<file path="src/rtl/f32_packer_pkg.sv">
package f32_packer_pkg;

  typedef enum logic [1:0] {
    CLS_ZERO = 2'd0,
    CLS_NUM  = 2'd1,
    CLS_INF  = 2'd2,
    CLS_NAN  = 2'd3
  } num_class_e;

  typedef enum logic [1:0] {
    RM_NEAREST = 2'd0,
    RM_TOZERO  = 2'd1,
    RM_DOWN    = 2'd2,
    RM_UP      = 2'd3
  } rnd_mode_e;

  localparam int FRAC_W   = 23;
  localparam int SIG_W    = FRAC_W + 1;
  localparam int EFIELD_W = 8;
  localparam int BIAS     = 127;
  localparam int EXP_TOP  = 255;

endpackage

</file>
<file path="src/rtl/f32_pk_align.sv">
module f32_pk_align #(
  parameter int MANT_W = 32,
  parameter int SH_W   = 6
) (
  input  logic [MANT_W-1:0]                 mant,
  input  logic [SH_W-1:0]                   shift,
  output logic [f32_packer_pkg::SIG_W-1:0]  sig,
  output logic                              guard_bit,
  output logic                              round_bit,
  output logic                              lost_any
);
  import f32_packer_pkg::*;

  localparam int LOW_W = MANT_W - SIG_W - 2;

  logic [MANT_W-1:0] kept;
  logic [MANT_W-1:0] drop_mask;
  logic              dropped_by_shift;
  logic              below_round;

  always_comb begin
    kept             = mant >> shift;
    drop_mask        = ~({MANT_W{1'b1}} << shift);
    dropped_by_shift = |(mant & drop_mask);
  end

  assign sig       = kept[MANT_W-1 -: SIG_W];
  assign guard_bit = kept[MANT_W-SIG_W-1];
  assign round_bit = kept[MANT_W-SIG_W-2];

  generate
    if (LOW_W > 0) begin : g_low
      assign below_round = |kept[LOW_W-1:0];
    end else begin : g_nolow
      assign below_round = 1'b0;
    end
  endgenerate

  assign lost_any = dropped_by_shift | below_round;

endmodule

</file>
<file path="src/rtl/f32_pk_round.sv">
module f32_pk_round (
  input  logic [1:0] mode,
  input  logic       sign,
  input  logic       lsb,
  input  logic       guard_bit,
  input  logic       round_bit,
  input  logic       sticky,
  output logic       bump,
  output logic       inexact
);
  import f32_packer_pkg::*;

  always_comb begin
    inexact = guard_bit | round_bit | sticky;
    unique case (rnd_mode_e'(mode))
      RM_NEAREST: bump = guard_bit & (round_bit | sticky | lsb);
      RM_TOZERO:  bump = 1'b0;
      RM_DOWN:    bump = sign & inexact;
      RM_UP:      bump = ~sign & inexact;
      default:    bump = 1'b0;
    endcase
  end

endmodule

</file>
<file path="src/rtl/f32_packer.sv">
module f32_packer #(
  parameter int MANT_W = 32,
  parameter int EXP_W  = 10
) (
  input  logic              clk,
  input  logic              rst,
  input  logic              in_valid,
  input  logic [1:0]        in_class,
  input  logic              in_sign,
  input  logic [EXP_W-1:0]  in_exp,
  input  logic [MANT_W-1:0] in_mant,
  input  logic              in_sticky,
  input  logic [1:0]        rnd_mode,
  output logic              out_valid,
  output logic [31:0]       out_word,
  output logic              flag_under,
  output logic              flag_over,
  output logic              flag_opfault,
  output logic              flag_inexact
);
  import f32_packer_pkg::*;

  localparam int BE_W = EXP_W + 2;
  localparam int SH_W = $clog2(MANT_W + 1);

  logic [BE_W-1:0]   biased;
  logic [BE_W-1:0]   sub_amt;
  logic [BE_W-1:0]   exp_norm;
  logic              is_sub;
  logic [SH_W-1:0]   shamt;
  logic [SIG_W-1:0]  sig;
  logic              g_b, r_b, s_b;
  logic              bump, inexact;
  logic [SIG_W:0]    sum;
  logic              ovf, to_inf;
  logic [31:0]       num_word, nxt_word;
  logic [3:0]        nxt_flags;

  // bias and denormalisation shift
  always_comb begin
    biased  = {{2{in_exp[EXP_W-1]}}, in_exp} + BE_W'(BIAS);
    is_sub  = biased[BE_W-1] | (biased == '0);
    sub_amt = BE_W'(1) - biased;
    if (!is_sub)
      shamt = '0;
    else if (sub_amt > BE_W'(MANT_W))
      shamt = SH_W'(MANT_W);
    else
      shamt = sub_amt[SH_W-1:0];
  end

  f32_pk_align #(.MANT_W(MANT_W), .SH_W(SH_W)) u_align (
    .mant      (in_mant),
    .shift     (shamt),
    .sig       (sig),
    .guard_bit (g_b),
    .round_bit (r_b),
    .lost_any  (s_b)
  );

  f32_pk_round u_round (
    .mode      (rnd_mode),
    .sign      (in_sign),
    .lsb       (sig[0]),
    .guard_bit (g_b),
    .round_bit (r_b),
    .sticky    (s_b | in_sticky),
    .bump      (bump),
    .inexact   (inexact)
  );

  // significand increment, exponent carry, saturation
  always_comb begin
    sum      = {1'b0, sig} + {{SIG_W{1'b0}}, bump};
    exp_norm = biased + {{(BE_W-1){1'b0}}, sum[SIG_W]};
    ovf      = !is_sub && (exp_norm >= BE_W'(EXP_TOP));
    unique case (rnd_mode_e'(rnd_mode))
      RM_NEAREST: to_inf = 1'b1;
      RM_TOZERO:  to_inf = 1'b0;
      RM_DOWN:    to_inf = in_sign;
      RM_UP:      to_inf = ~in_sign;
      default:    to_inf = 1'b1;
    endcase
    if (ovf)
      num_word = to_inf ? {in_sign, 8'hFF, 23'h0} : {in_sign, 8'hFE, 23'h7FFFFF};
    else if (is_sub)
      num_word = {in_sign, 7'h00, sum[FRAC_W], sum[FRAC_W-1:0]};
    else if (sum[SIG_W])
      num_word = {in_sign, exp_norm[EFIELD_W-1:0], 23'h0};
    else
      num_word = {in_sign, exp_norm[EFIELD_W-1:0], sum[FRAC_W-1:0]};
  end

  // class selection; flags are {under, over, opfault, inexact}
  always_comb begin
    nxt_flags = 4'b0000;
    unique case (num_class_e'(in_class))
      CLS_ZERO: nxt_word = {in_sign, 31'h0};
      CLS_INF:  nxt_word = {in_sign, 8'hFF, 23'h0};
      CLS_NAN:  nxt_word = {in_sign, 8'hFF, 1'b1, in_mant[MANT_W-3 -: FRAC_W-1]};
      default: begin
        nxt_word  = num_word;
        nxt_flags = {is_sub, ovf, ovf, inexact | ovf};
      end
    endcase
  end

  always_ff @(posedge clk) begin
    if (rst) begin
      out_valid    <= 1'b0;
      out_word     <= '0;
      flag_under   <= 1'b0;
      flag_over    <= 1'b0;
      flag_opfault <= 1'b0;
      flag_inexact <= 1'b0;
    end else begin
      out_valid <= in_valid;
      if (in_valid) begin
        out_word <= nxt_word;
        {flag_under, flag_over, flag_opfault, flag_inexact} <= nxt_flags;
      end
    end
  end

endmodule

</file>
<file path="config.mk">
export PLATFORM = sky130hd
export DESIGN_NAME = f32_packer
export DESIGN_NICKNAME = d
export VERILOG_FILES = /design/src/rtl/f32_packer_pkg.sv /design/src/rtl/f32_pk_align.sv /design/src/rtl/f32_pk_round.sv /design/src/rtl/f32_packer.sv
export SDC_FILE = /design/constraint.sdc
export NUM_CORES = 1
export LEC_CHECK = 0
export BUFFER_PORTS_ARGS = -buffer_cell sky130_fd_sc_hd__buf_4
export CORE_MARGIN = 4
export CORE_UTILIZATION = 55
export DETAILED_ROUTE_END_ITERATION = 6
export PLACE_DENSITY = 0.83
export SETUP_SLACK_MARGIN = 0.5
export SLEW_MARGIN = 0
export SYNTH_ARGS = -nofsm -noshare
export SYNTH_HDL_FRONTEND = slang
export SYNTH_SLANG_ARGS = --single-unit
</file>
<file path="constraint.sdc">
create_clock -name clk -period 28 [get_ports clk]
set_clock_uncertainty 0.1 [all_clocks]
set_input_delay 2.8 -clock clk [delete_from_list [all_inputs] [get_ports clk]]
set_output_delay 2.8 -clock clk [all_outputs]
set_load 0.03 [all_outputs]
</file>
### Word level (Yosys, flattened, before mapping)

Cells that the tools add are included.

* shift-type cells: 2
* $lt $le $gt $ge: 2
* mux-type cells: 10
* reduce and logical (&&, ||, !) cells: 8
* equal/unequal tests: 5
* $add $sub $neg: 4
* bitwise logic cells: 14

Operator list (number)
* $pmux W31 S3: 1
* $mux W31: 2
* $and A32 B32 Y32: 1
* $not A32 Y32: 1
* $reduce_or A32 Y1: 1
* $shl A32 B6 Y32 const A: 1
* $shr A32 B6 Y32: 1
* $add A24 B1 Y25: 1
* $mux W24: 1
* $mux W23: 1
* $add A11 B2 Y12: 1
* $ge A12 B8 Y1 const B: 1
* $gt A12 B6 Y1 const B: 1
* $logic_not A12 Y1: 1
* $mux W6: 2
* $sub A2 B11 Y12 const A: 1
* $add A10 B8 Y11 const B: 1
* $eq A2 B2 Y1 const B: 4
* $or A1 B1 Y1: 8
* $pmux W1 S4: 2
* $reduce_or A6 Y1: 1
* $logic_not A2 Y1: 2
* $mux W4: 1
* $and A1 B1 Y1: 3
* 5 further kinds: 5

* input port bits: 51
* logic and storage cells: 51
* output and inout bits: 37
* register bits after elaboration: 37

### Longest topological paths before layout

* word-level depth: 21
* gate-level depth with buffers: 42
* gate-level depth less buffers: 35

### By module

A second synthesis with hierarchy kept.

* cells, all modules: 764
* area, all modules: 5501.5 µm²

Modules (own cells, without submodules)
* f32_packer: times used 1, area each 3308.2 µm², cells each 459, seq. area each 720.7 µm²
* f32_pk_align: times used 1, area each 2150.8 µm², cells each 298, seq. area each 0.0 µm²
* f32_pk_round: times used 1, area each 42.5 µm², cells each 7, seq. area each 0.0 µm²

### Least setup slack after synthesis

Ideal clock, no wire load.

* path kind: input to register
* from: input in_exp[0]
* to: register out_word[0]
* path slack: 16.852 ns
* data required time: 27.758 ns
* stages on the path: 37
* path buffers: 6
* arrival time: 10.906 ns
* library setup time: 0.142 ns
* path through: clkbuf_1 clkbuf_1 clkinv_1 clkbuf_1 ha_1 xor2_1 inv_1 ha_1 clkbuf_1 nand3_1 o41ai_1 o21ai_2 o41ai_4 buf_4 o21ai_0 a22oi_1 nand4_1 or4_1 nor3_1 or4b_1 o2111a_1 ha_1 ha_1 nand4_4 nor4b_1 and2_1 ha_1 ha_1 o21ai_0 o31ai_1 a21oi_1 o21ai_0 nand2b_1 nor2_1 a21oi_1 clkbuf_1 a311oi_1

* longest elaborated chain between the ends: 21
* elaborated cells on any way between the ends: 32
* those cells by class: 4 x add/sub; 2 x order compare; 2 x shift; 7 x mux; 12 x bitwise; 5 x reduce/logical

Ends and longest elaborated chain
* start: declaration: line f32_packer.sv:10 `input logic [EXP_W-1:0] in_exp,`
* $add A10 B8 Y11 (*): line f32_packer.sv:41 `biased = {{2{in_exp[EXP_W-1]}}, in_exp} + BE_W'(BIAS);`
* $sub A2 B11 Y12: line f32_packer.sv:43 `sub_amt = BE_W'(1) - biased;`
* $gt A12 B6 Y1: line f32_packer.sv:46 `else if (sub_amt > BE_W'(MANT_W))`
* $mux W6: line f32_packer.sv:46
* $mux W6: line f32_packer.sv:44 `if (!is_sub)`
* $shl A32 B6 Y32: line f32_pk_align.sv:23 `drop_mask = ~({MANT_W{1'b1}} << shift);`
* $not A32 Y32: line f32_pk_align.sv:23
* $and A32 B32 Y32: line f32_pk_align.sv:24 `dropped_by_shift = |(mant & drop_mask);`
* [5 not listed]
* $and A1 B1 Y1: line f32_pk_round.sv:16 `RM_NEAREST: bump = guard_bit & (round_bit | sticky | lsb);`
* $pmux W1 S4: line f32_pk_round.sv:15 `unique case (rnd_mode_e'(mode))`
* $add A24 B1 Y25: line f32_packer.sv:74 `sum = {1'b0, sig} + {{SIG_W{1'b0}}, bump};`
* $add A11 B2 Y12: line f32_packer.sv:75 `exp_norm = biased + {{(BE_W-1){1'b0}}, sum[SIG_W]};`
* $ge A12 B8 Y1: line f32_packer.sv:76 `ovf = !is_sub && (exp_norm >= BE_W'(EXP_TOP));`
* $logic_and A1 B1 Y1: line f32_packer.sv:76
* $mux W31 (*): line f32_packer.sv:84 `if (ovf)`
* $pmux W31 S3 (*): line f32_packer.sv:97 `unique case (num_class_e'(in_class))`
* end signal: assignment: line f32_packer.sv:119 `out_word <= nxt_word;`
* end: declaration: line f32_packer.sv:15 `output logic [31:0] out_word,`

Every way passes the cells marked *; elsewhere a longest branch is shown, timed or not.
A chain may end at the register's enable or synchronous reset.

### Final worst setup path

* from: input in_exp[0]
* to: register out_word[9]

The elaborated chain is that of the path after synthesis.

==> impl_metrics.env <==
export IMPL_synth_top_area_cell="dfxtp_1"
export IMPL_clock_sinks=36
export IMPL_die_h_um=114.0
export IMPL_rsz0062_at_grt="no"
export IMPL_final_common_cell="nand2_1"
export IMPL_antenna_found_initial=0
export IMPL_hold_end="out_word[28]"
export IMPL_reg2reg_depth=4
export IMPL_grt_overflow_total=0
export IMPL_r2r_end="out_word[22]"
export IMPL_yosys_cell_types_count=95
export IMPL_grt_use_total_pct=39.35
export IMPL_synth_adder_area_share_pct=1.621
export IMPL_cts_setup_buffers=0
export IMPL_post_place_ws_ps=13860
export IMPL_routed_wl_mm=26.03
export IMPL_r2r_start="out_word[22]"
export IMPL_synth_seq_cells=36
export IMPL_placed_area_mm2=0.006749
export IMPL_holdCritStartpoint="out_word[28]"
export IMPL_cpMostUsedCell="ha_1"
export IMPL_final_cell_mix="nand2_1 (111), nor2_1 (95), buf_4 (95)"
export IMPL_power_uw=247.5
export IMPL_start_util_pct=56.46
export IMPL_io_buffers=87
export IMPL_holdWs_ps=383.1
export IMPL_synth_xor_area_share_pct=5.451
export IMPL_synthArstFlopShare_pct=0
export IMPL_powerDensity_mw_per_mm2=35.88
export IMPL_ant_nets=0
export IMPL_n_antenna_cell=0
export IMPL_hp_class="reg2reg"
export IMPL_path_clk_slew_ps=60
export IMPL_synth_simple_area_share_pct=32.08
export IMPL_hold_violations=0
export IMPL_min_path_cells=2
export IMPL_critPathKind="in2reg"
export IMPL_synth_mux_area_share_pct=6.525
export IMPL_synth_area_leaders="dfxtp_1 (12%), nand2_1 (6.7%), a21oi_1 (6.2%), nor2_1 (5.8%), o21ai_0 (5.0%)"
export IMPL_first_pass_iters=7
export IMPL_avgViaCountPerCell=7.347
export IMPL_tightest_slew_ps=1337
export IMPL_cpPeakStageDelay_ps=1080
export IMPL_startpoint="in_exp[0]"
export IMPL_peakVddDrop_uv=23.00
export IMPL_drtIter0Drc=1313
export IMPL_setup_ws_ps=13650
export IMPL_grt_pass1_wl_mm=40.94
export IMPL_cp_end_kind="flop"
export IMPL_synth_edf_count=0
export IMPL_fin_nets=1015
export IMPL_cts_buffer_depth=2
export IMPL_area_growth_pct=11.73
export IMPL_clk_latency_ps=280
export IMPL_worstSetupStartpointType="input port"
export IMPL_grt_pass1_vias=7379
export IMPL_avgRoutedWirePerCell_um=23.73
export IMPL_synth_flop_cell="dfxtp_1"
export IMPL_cts_max_level=2
export IMPL_core_area_mm2=0.01094
export IMPL_num_rows=38
export IMPL_cts_repair_resized=0
export IMPL_vias=8060
export IMPL_fp_dieW_um=114.0
export IMPL_crit_arrival_ps=14320
export IMPL_synth_seq_area_share_pct=11.67
export IMPL_synth_top_cell_area_share_pct=11.67
export IMPL_synth_top_family_by_area="compound AO/OA/AOI/OAI gates"
export IMPL_r2r_slack_ps=26600
export IMPL_syn_inst=933
export IMPL_required_ps=27970
export IMPL_maxCapViolCount=0
export IMPL_die_area_mm2=0.01299
export IMPL_synth_compound_area_share_pct=36.21
export IMPL_leakagePower_uw=0.002566
export IMPL_period_share_pct=51.23
export IMPL_status="completed"
export IMPL_cts_tree="yes"
export IMPL_max_freq_mhz=69.71
export IMPL_io_pins=88
export IMPL_drive_above_1_share_pct=14.84
export IMPL_slew_headroom_pct=10.86
export IMPL_syn_nets=992
export IMPL_gp_congestion=1.148
export IMPL_yosys_warnings=0
export IMPL_syn_area_mm2=0.006175
export IMPL_numCtsBuffers=5
export IMPL_drc=0
export IMPL_postCtsHoldBufs=0
export IMPL_clockRootBuffer="clkbuf_16"
export IMPL_crit_slowest_cell="a21oi_1"
export IMPL_fin_setup_tns_ps=0
export IMPL_dpl_hpwl_mm=18.78
export IMPL_setup_violations=0
export IMPL_layout_min_cycle_time_ps=14350
export IMPL_grt_max_degree=65
export IMPL_drv_slew=0
export IMPL_final_area_mm2=0.006899
export IMPL_syn_area_per_cell_um2=6.618
export IMPL_path_max_fanout=64
layout make-up:
cell class	instances	area, um^2
clock buffers	7	142.6
clock inverters	1	7.507
fillers	1079	4036
inverters	18	67.56
multi-input cells	800	5072
flip-flops and latches	36	720.7
well taps	140	175.2
repair buffers	95	713.2
state kept, by name, indices dropped and copies added, names as in the netlist:
| signal | cells |
|---|---|
| flag_inexact | 1 |
| out_valid | 1 |
| flag_under | 1 |
| out_word | 32 |
| flag_over | 1 |
kinds of logic (layout without fill, tap and decap cells):
group                    count (synthesis)  after routing
buffers and inverters                   97            121
adder cells (fa/ha/maj)                  8              8
AND/OR/NAND/NOR                        395            395
AO/OA/AOI/OAI                          324            324
flip-flops                              36             36
XOR/XNOR                                36             36
multiplexers                            37             37
synthesized netlist by cell type (6+ instances only):
cell type,n
or4_1,6
o31ai_1,13
buf_2,15
and2_1,7
xnor2_1,21
nor2_1,96
a21o_1,11
dfxtp_1,36
clkbuf_1,52
xor2_1,13
nand4_1,9
a21oi_1,77
nand3_1,38
nand2_1,111
a311oi_1,16
nor2b_1,9
o21ai_0,62
and3_1,12
nand2b_1,6
o211ai_1,13
nor3_1,40
nor4b_1,7
a211oi_1,14
a21boi_0,6
nor4_1,13
buf_1,8
o21a_1,8
or3_1,10
o22ai_1,14
mux2i_1,29
a31oi_1,16
inv_1,16
ha_1,8
routing by layer:
layer  share of wire [%]  global-route usage (%)  up-vias
met4                 6.9                   21.54        0
met3                  13                   7.851      153
met5                   0                       0        -
li1                    -                       -     3579
met1                  37                   52.03     3627
met2                  42                   59.88      701
worst max path at each step:
stage | end | slack (ps) | depth (start not counted)
floorplan | out_word[0] | 16850 | 37
global placement | out_word[16] | 14300 | 32
detailed placement | out_word[16] | 13860 | 32
CTS | out_word[16] | 14120 | 32
global route | out_word[16] | 12840 | 32
finish | out_word[9] | 13650 | 30
critical path, delay by kind of cell:
kind / cells / cell delay, ps
fa+ha+maj: 6 / 1850
simple gates: 12 / 3990
compound gates: 9 / 3830
buf+inv: 3 / 1790
report_power, final:
| group | internal, uW | switching (uW) | total (uW) |
|---|---|---|---|
| clock | 35.4 | 21.1 | 56.5 |
| sequential | 54.7 | 1.87 | 56.6 |
| combinational | 42.3 | 92.1 | 134 |
metrics by stage:
stage | cells | utilization, %
floorplan | 933 | -
global placement | 1089 | 61.72
detailed placement | 1089 | 61.72
CTS | 1097 | 63.09
global route | 1097 | 63.09
finish | 1097 | 63.09
Note: power is estimated with default switching activity, not from simulation.
